## src/rtl/path_parity_pkg.sv

```systemverilog
package path_parity_pkg;

    localparam int BYTE_W = 8;
    localparam int CNT_W  = 4;
    localparam int RDI_W  = 3;

    typedef enum logic [1:0] {
        S_IDLE,
        S_FIRST,
        S_CHECK,
        S_DONE
    } mon_state_e;

    // Number of set bits in one byte (0..8).
    function automatic logic [CNT_W-1:0] bit_errors(input logic [BYTE_W-1:0] v);
        logic [CNT_W-1:0] n;
        n = '0;
        for (int i = 0; i < BYTE_W; i++) begin
            n = n + {{(CNT_W-1){1'b0}}, v[i]};
        end
        return n;
    endfunction

endpackage

```

## src/rtl/parity_fold.sv

```systemverilog
module parity_fold
    import path_parity_pkg::*;
(
    input  logic              clk,
    input  logic              rst_n,
    input  logic              take,
    input  logic              start,
    input  logic [BYTE_W-1:0] byte_in,
    output logic [BYTE_W-1:0] held
);

    logic [BYTE_W-1:0] run_q;

    // Fold valid bytes; on a frame start, hand the finished code over.
    always_ff @(posedge clk) begin
        if (!rst_n) begin
            run_q <= '0;
            held  <= '0;
        end else if (take) begin
            if (start) begin
                held  <= run_q;
                run_q <= byte_in;
            end else begin
                run_q <= run_q ^ byte_in;
            end
        end
    end

    // the stored code only moves on an accepted frame start
    p_held_at_start_r1: assert property (@(posedge clk) disable iff (!rst_n)
        !$past(take && start) |-> $stable(held));

endmodule

```

## src/rtl/check_fsm.sv

```systemverilog
module check_fsm
    import path_parity_pkg::*;
(
    input  logic              clk,
    input  logic              rst_n,
    input  logic              start,
    input  logic              mark,
    input  logic [BYTE_W-1:0] byte_in,
    input  logic [BYTE_W-1:0] held,
    output logic              err_valid,
    output logic [CNT_W-1:0]  err_cnt
);

    mon_state_e state_q, state_d;

    always_comb begin
        state_d = state_q;
        unique case (state_q)
            S_IDLE:  if (start) state_d = S_FIRST;
            S_FIRST: if (start) state_d = S_CHECK;
            S_CHECK: begin
                if (start)     state_d = S_CHECK;
                else if (mark) state_d = S_DONE;
            end
            S_DONE:  if (start) state_d = S_CHECK;
        endcase
    end

    always_ff @(posedge clk) begin
        if (!rst_n) state_q <= S_IDLE;
        else        state_q <= state_d;
    end

    always_ff @(posedge clk) begin
        if (!rst_n) begin
            err_valid <= 1'b0;
            err_cnt   <= '0;
        end else begin
            err_valid <= 1'b0;
            if (state_q == S_CHECK && mark && !start) begin
                err_valid <= 1'b1;
                err_cnt   <= bit_errors(held ^ byte_in);
            end
        end
    end

    // a result only follows a cycle spent holding a stored code
    p_needs_prior_r2: assert property (@(posedge clk) disable iff (!rst_n)
        err_valid |-> $past(state_q) == S_CHECK);

    // never two results back to back
    p_single_check_r4: assert property (@(posedge clk) disable iff (!rst_n)
        err_valid |=> !err_valid);

    // count stays within one byte's columns
    p_cnt_range_r3: assert property (@(posedge clk) disable iff (!rst_n)
        err_valid |-> err_cnt <= 4'd8);

endmodule

```

## src/rtl/sat_total.sv

```systemverilog
module sat_total
    import path_parity_pkg::*;
#(
    parameter int ACC_W = 32
) (
    input  logic             clk,
    input  logic             rst_n,
    input  logic             add_en,
    input  logic [CNT_W-1:0] add_val,
    input  logic             clr,
    output logic [ACC_W-1:0] total
);

    localparam logic [ACC_W-1:0] TOP = '1;

    logic [ACC_W-1:0] base;
    logic [ACC_W:0]   sum;

    always_comb begin
        base = clr ? '0 : total;
        sum  = {1'b0, base} + {{(ACC_W+1-CNT_W){1'b0}}, add_val};
    end

    always_ff @(posedge clk) begin
        if (!rst_n) begin
            total <= '0;
        end else if (add_en) begin
            total <= sum[ACC_W] ? TOP : sum[ACC_W-1:0];
        end else begin
            total <= base;
        end
    end

    // without a clear the total never decreases (no wrap)
    p_no_wrap_r5: assert property (@(posedge clk) disable iff (!rst_n)
        !$past(clr) |-> total >= $past(total));

    // a saturated total stays at its ceiling
    p_hold_max_r5: assert property (@(posedge clk) disable iff (!rst_n)
        ($past(total) == TOP && !$past(clr)) |-> total == TOP);

endmodule

```

## src/rtl/status_decode.sv

```systemverilog
module status_decode
    import path_parity_pkg::*;
(
    input  logic              clk,
    input  logic              rst_n,
    input  logic              mark,
    input  logic [BYTE_W-1:0] byte_in,
    output logic              fe_valid,
    output logic [CNT_W-1:0]  fe_err,
    output logic [RDI_W-1:0]  fe_rdi,
    output logic              fe_enh
);

    always_ff @(posedge clk) begin
        if (!rst_n) begin
            fe_valid <= 1'b0;
            fe_err   <= '0;
            fe_rdi   <= '0;
            fe_enh   <= 1'b0;
        end else begin
            fe_valid <= mark;
            if (mark) begin
                fe_err <= (byte_in[7:4] > 4'd8) ? '0 : byte_in[7:4];
                fe_rdi <= byte_in[3:1];
                fe_enh <= byte_in[2] ^ byte_in[1];
            end
        end
    end

    // an illegal received count reads as zero
    p_illegal_zero_r8: assert property (@(posedge clk) disable iff (!rst_n)
        (fe_valid && $past(byte_in[7:4]) > 4'd8) |-> fe_err == 4'd0);

    // reported far-end count is always legal
    p_fe_legal_r8: assert property (@(posedge clk) disable iff (!rst_n)
        fe_valid |-> fe_err <= 4'd8);

endmodule

```

## src/rtl/path_parity_mon.sv

```systemverilog
module path_parity_mon
    import path_parity_pkg::*;
#(
    parameter int ACC_W = 32
) (
    input  logic             clk,
    input  logic             rst_n,
    input  logic             env_valid,
    input  logic             frame_start,
    input  logic             b3_mark,
    input  logic             g1_mark,
    input  logic [7:0]       byte_in,
    input  logic [2:0]       rdi_in,
    input  logic             total_clr,
    output logic             err_valid,
    output logic [3:0]       err_cnt,
    output logic [ACC_W-1:0] err_total,
    output logic [7:0]       g1_out,
    output logic             fe_valid,
    output logic [3:0]       fe_err,
    output logic [2:0]       fe_rdi,
    output logic             fe_enh
);

    logic              start_q;
    logic              b3_q;
    logic              g1_q;
    logic [BYTE_W-1:0] held;

    // Strobes count only on envelope bytes.
    assign start_q = env_valid & frame_start;
    assign b3_q    = env_valid & b3_mark;
    assign g1_q    = env_valid & g1_mark;

    parity_fold u_fold (
        .clk     (clk),
        .rst_n   (rst_n),
        .take    (env_valid),
        .start   (start_q),
        .byte_in (byte_in),
        .held    (held)
    );

    check_fsm u_fsm (
        .clk       (clk),
        .rst_n     (rst_n),
        .start     (start_q),
        .mark      (b3_q),
        .byte_in   (byte_in),
        .held      (held),
        .err_valid (err_valid),
        .err_cnt   (err_cnt)
    );

    sat_total #(.ACC_W(ACC_W)) u_total (
        .clk     (clk),
        .rst_n   (rst_n),
        .add_en  (err_valid),
        .add_val (err_cnt),
        .clr     (total_clr),
        .total   (err_total)
    );

    status_decode u_dec (
        .clk      (clk),
        .rst_n    (rst_n),
        .mark     (g1_q),
        .byte_in  (byte_in),
        .fe_valid (fe_valid),
        .fe_err   (fe_err),
        .fe_rdi   (fe_rdi),
        .fe_enh   (fe_enh)
    );

    assign g1_out = {err_cnt, rdi_in, 1'b0};

    // outgoing count field follows each new result one cycle later
    p_g1_count_r7: assert property (@(posedge clk) disable iff (!rst_n)
        $past(err_valid) |-> g1_out[7:4] == $past(err_cnt, 1) || $stable(err_cnt));

endmodule

```

## config.mk

```make
export PLATFORM = sky130hd
export DESIGN_NAME = path_parity_mon
export DESIGN_NICKNAME = d
export VERILOG_FILES = /design/src/rtl/path_parity_pkg.sv /design/src/rtl/parity_fold.sv /design/src/rtl/check_fsm.sv /design/src/rtl/sat_total.sv /design/src/rtl/status_decode.sv /design/src/rtl/path_parity_mon.sv
export SDC_FILE = /design/constraint.sdc
export NUM_CORES = 1
export LEC_CHECK = 0
export ABC_AREA = 1
export CORE_ASPECT_RATIO = 1.25
export CORE_MARGIN = 8
export CORE_UTILIZATION = 30
export CTS_CLUSTER_SIZE = 12
export DETAILED_ROUTE_END_ITERATION = 12
export DONT_BUFFER_PORTS = 1
export GPL_TIMING_DRIVEN = 0
export HOLD_SLACK_MARGIN = 0.02
export RECOVER_POWER = 50
export SLEW_MARGIN = 20
export SYNTH_ARGS = -nofsm -noshare
export SYNTH_HDL_FRONTEND = slang
export SYNTH_SLANG_ARGS = --single-unit
```

## constraint.sdc

```tcl
create_clock -name clk -period 4.44 [get_ports clk]
set_clock_uncertainty 0.2 [all_clocks]
set_input_delay 0.888 -clock clk [delete_from_list [all_inputs] [get_ports clk]]
set_output_delay 0.888 -clock clk [all_outputs]
set_load 0.02 [all_outputs]
```

; ---- Word level (Yosys, flattened, before mapping)
; Index checks and enable logic that the tools add are counted.
; Widths: inputs -> output; s select.
[word_totals]
ff_bits = 64
latch_bits = 0
ram_bits = 0
mem_bits_ro = 0
inputBits = 18
out_inout_bits = 54
elab_cells = 49
mem_count = 0
[classes]
addsub = 8
mul = 0
n_div = 0
n_lt_le_gt_ge = 1
eq_ne = 6
n_shift = 0
muxes = 11
bitwise_logic = 6
reduce_logical = 7
[ops]
columns = operator, count
row1 = $mux 32, 3
row2 = $add 32x4->33, 1
row3 = $add 4x1->4, 6
row4 = $xor 8x8->8, 2
row5 = $mux 2, 4
row6 = $mux 8, 1
row7 = $pmux 2 s3, 1
row8 = $eq 2x2->1 const B, 2
row9 = $gt 4x4->1 const B, 1
row10 = $mux 4, 1
row11 = $ne 2x1->1 const B, 2
row12 = $and 1x1->1, 3
row13 = $ne 3x1->1 const B, 1
row14 = $reduce_and 3->1, 1
row15 = $add 1x1->2, 1
row16 = $eq 2x1->1 const B, 1
row17 = $logic_and 1x1->1, 2
row18 = $logic_not 2->1, 1
row19 = $reduce_and 2->1, 1
row20 = $reduce_or 2->1, 1
row21 = $logic_not 1->1, 1
row22 = $mux 1, 1
row23 = $xor 1x1->1, 1

; ---- Logic depth before layout (Yosys ltp)
[depth]
depth_word = 8
depth_mapped = 14

; ---- Hierarchy
; A second synthesis with hierarchy kept.
[unflattened]
hier_cells = 589
area_unflattened_um2 = 3981.3
[modules_own_cells]
columns = module, instances, cells_per_inst, area_each_um2, seq_area_each_um2
row1 = sat_total, 1, 372, 2363.5, 640.6
row2 = parity_fold, 1, 93, 670.6, 320.3
row3 = check_fsm, 1, 64, 513.0, 140.1
row4 = status_decode, 1, 45, 347.8, 180.2
row5 = path_parity_mon, 1, 15, 86.3, 0.0

; ---- Least setup slack after synthesis
; No wires, ideal clock.
[synth_timing]
kind = input-to-reg
startpoint = in byte_in[0]
endpoint = reg u_fsm.err_cnt[1]
setup_ps = 70
arrival_ps = 3475
required_ps = 4170
path_slack_ps = 695
stages = 10
n_path_buf = 0
cell_sequence = xor2_1 ha_1 fa_1 inv_1 fa_1 inv_1 fa_1 inv_1 fa_1 a21oi_1
[synth_via]
elab_chain_cells = 8
[synth_rtl]
columns = element, line_no
row1 = from (decl), path_parity_mon.sv:12  ; input logic [7:0] byte_in,
row2 = $xor 8x8->8, check_fsm.sv:42  ; err_cnt <= bit_errors(held ^ byte_in);
row3 = $add 1x1->2, path_parity_pkg.sv:19  ; n = n + {{(CNT_W-1){1'b0}}, v[i]};
row4 = $add 4x1->4 (6 in a row), path_parity_pkg.sv:19
row5 = to (signal assigned), check_fsm.sv:42
row6 = to (decl), check_fsm.sv:11  ; output logic [CNT_W-1:0] err_cnt
; No other way between the ends.
; A chain may end at the register's enable or synchronous reset.

; ---- Worst setup path after layout
[layout_timing]
startpoint = in byte_in[0]
endpoint = reg u_fsm.err_cnt[2]
; The elaborated chain is that of the path after synthesis.

==> flow_summary.ini <==
[worst_setup_path]
endpoint_kind = flip-flop
cp_num_buf_inv = 3
path_max_fanout = 2
critPathMaxStageDelay_ns = 0.54
crit_type = input pin to flip-flop
crit_family = adder cells
critPathLaunchType = input pin
crit_chain = xor2_1, ha_1, fa_1, inv_1, fa_1, inv_1, fa_1, inv_1, fa_1, xnor2_1, nand3_1, a21oi_1
cpMostUsedCell = fa_1
cp_slowest_cell = fa_1
crit_required_ns = 4.50
arrival_ns = 3.56

[global_routing]
grt_pass1_wl_mm = 18.7
grt-ovfl-total = 0
grt_max_degree = 11
antenna_found_initial = 0
grt_pass1_vias = 3656
grtUsageTotal = 0.138

[routing]
drcViolationCount = 0
routedWlPerCell_um = 15.5
dr.pass1.iters = 4
vias_per_cell = 4.87
drtIter0Drc = 318
vias = 3617
ant_nets = 0
finalWirelength_mm = 11.5

[floorplan]
dieArea_um2 = 17200
initial_utilization = 0.304
ios = 72
die_w_um = 119
design.core.area_um2 = 13100
fp-row-count = 47
dieHeight_um = 144

[clock_network]
clk_pin_slew_worst_paths_ns = 0.05
hold_buffers = 0
cts_buffer_depth = 2
cts_tree = yes
cts-root-buf = clkbuf_16
cts_made_buffers = 9
cts_resized = 0
insertion_delay_ns = 0.33
cts_setup_buffers = 0
clock-sinks = 64
htreeDepth = 3

[power_and_ir_drop]
comb_power_share = 0.097
ir_drop_mv = 0.235
p_leak_nw = 1.75
seqPwrFrac = 0.399
internal-power_w = 0.00116
power.total_w = 0.00151
powerDensity_nw_per_um2 = 336
p_sw_frac = 0.229
p_switching_w = 0.000346
power_frac_clock = 0.504

[logic_synthesis]
synthArstFlopShare = 0
synthCells = 556
yosysWarnings = 0
synthFlopType = dfxtp_1
mappedNetlistNets = 586
netlist_area_um2 = 3960
ys_types = 40
synth_edf_count = 0
ys_seq_area_frac = 0.323
syn_area_per_cell_um2 = 7.13
synth.ff_latch_count = 64

[timing]
hold_slack_ns = 0.251
setup_viol = 0
relSlewSlack = 0.481
fin_tns_setup_ns = 0
worst_slew_pin_slew_ns = 0.778
fmax_mhz = 285
min_period_ns = 3.50
final_max_slew_viol_count = 0
period_share = 0.789
hold_viol = 0
rsz0062_at_grt = no

[final_layout]
fillers = 1379
final_nets = 597
syn_to_final_growth_pct = 13.5
insertedDiodeCount = 0
finish.utilization = 0.344
final_area_um2 = 4500
drive_gt1_frac = 0.152

[place]
numPortBuffers = 0
globalplace.congestion = 0.880
dp_hpwl_mm = 8.97
place_area_um2 = 4180

[run_status]
status = finished clean

[worst_hold_path]
hp-class = flip-flop to flip-flop

[run]
maxCapViolCount = 0
==> power by group through the flow <==
stage               combinational, W  clock [W]  sequential (W)
floorplan                   0.000117          0        0.000612
global placement            0.000143          0        0.000614
detailed placement          0.000147          0        0.000615
CTS                         0.000147   0.000775        0.000603
global route                0.000169   0.000801        0.000604
finish                      0.000146   0.000761        0.000603
==> state kept, by name, summed over array words and instances (netlist names) <==
name,cells
u_fsm.err_valid,1
u_fold.held,8
u_dec.fe_valid,1
u_fold.run_q,8
u_dec.fe_err,4
u_fsm.err_cnt,4
u_dec.fe_rdi,3
u_dec.fe_enh,1
u_fsm.state_q,2
u_total.total,32
==> cell usage in the layout (no fill, tap or decap), drive strengths merged, types with 3 or more instances in the layout <==
cell type / Yosys / routed
a21oi: 45 / 45
a31oi: 3 / 3
a41oi: 3 / 3
buf: 14 / 13
clkbuf: 13 / 26
dfxtp: 64 / 64
fa: 5 / 5
ha: 7 / 7
inv: 75 / 75
nand2: 129 / 129
nand3: 57 / 57
nand4: 13 / 13
nor2: 68 / 68
nor3: 6 / 6
o21ai: 18 / 18
o22ai: 4 / 4
o31ai: 4 / 4
xnor2: 10 / 10
xor2: 12 / 12
==> final cells by class <==
cell class,instances,area [um2],area share
Buffer,27,175,0.0390
Clock buffer,12,256,0.0570
Clock inverter,3,65.1,0.0145
Inverter,76,288,0.0640
Multi-Input combinational cell,389,2220,0.493
Sequential cell,64,1280,0.285
Tap cell,171,214,0.0476
==> synth_stat cells (6+ instances only) <==
library cell / n / area [um2]
a21oi_2: 20 / 175
xnor2_1: 10 / 87.6
a21oi_1: 24 / 120
xor2_1: 12 / 105
buf_4: 9 / 67.6
o21ai_0: 18 / 90.1
dfxtp_1: 64 / 1280
inv_1: 71 / 267
clkbuf_1: 12 / 45.0
nand2_1: 120 / 450
ha_1: 7 / 87.6
nand2_2: 7 / 43.8
nor3_1: 6 / 30.0
nor2_4: 7 / 78.8
nand3_1: 51 / 255
nor2_2: 11 / 68.8
nor2_1: 50 / 188
nand4_1: 12 / 75.1
==> final timing paths <==
path	start	end	slack [ns]	cells past startpoint
min reg2reg	u_fold.run_q[4]	u_fold.run_q[4]	0.25	1
max reg2reg	u_fold.held[0]	u_fsm.err_cnt[2]	1.15	12
max	byte_in[0]	u_fsm.err_cnt[2]	0.94	12
min	u_fold.run_q[4]	u_fold.run_q[4]	0.25	1
==> layer usage <==
metal	global-route usage	up-vias	wire, um
met4	0.0627	0	312
met1	0.144	1663	4490
li1	-	1812	-
met2	0.235	119	5540
met5	0	-	0
met3	0.0633	23	1140
==> worst reg2reg max path, stage by stage, from the launching register on <==
cell and delay (ns):
dfxtp_1 0.31, xor2_1 0.16, ha_1 0.32, fa_1 0.54
inv_1 0.05, fa_1 0.53, inv_1 0.05, fa_1 0.44
inv_1 0.08, fa_1 0.17, xnor2_1 0.12, nand3_1 0.09
a21oi_1 0.15
==> metrics by stage <==
| step | std cells | worst slack, ns |
|---|---|---|
| 3_5_place_dp | 727 | 0.576 |
| 4_1_cts | 742 | 0.933 |
| 3_3_place_gp | 727 | 0.606 |
| 2_1_floorplan | 556 | 0.695 |
| 5_1_grt | 742 | 0.760 |
| 6_report | 742 | 0.936 |
==> kinds of logic after synthesis <==
kind of cell | synth area share
AND/OR/NAND/NOR | 0.330
buffers and inverters | 0.117
AO/OA/AOI/OAI | 0.132
flip-flops | 0.323
XOR/XNOR | 0.0486
adder cells (fa/ha/maj) | 0.0474
other | 0.000946
Note: power is estimated with default switching activity, not from simulation.
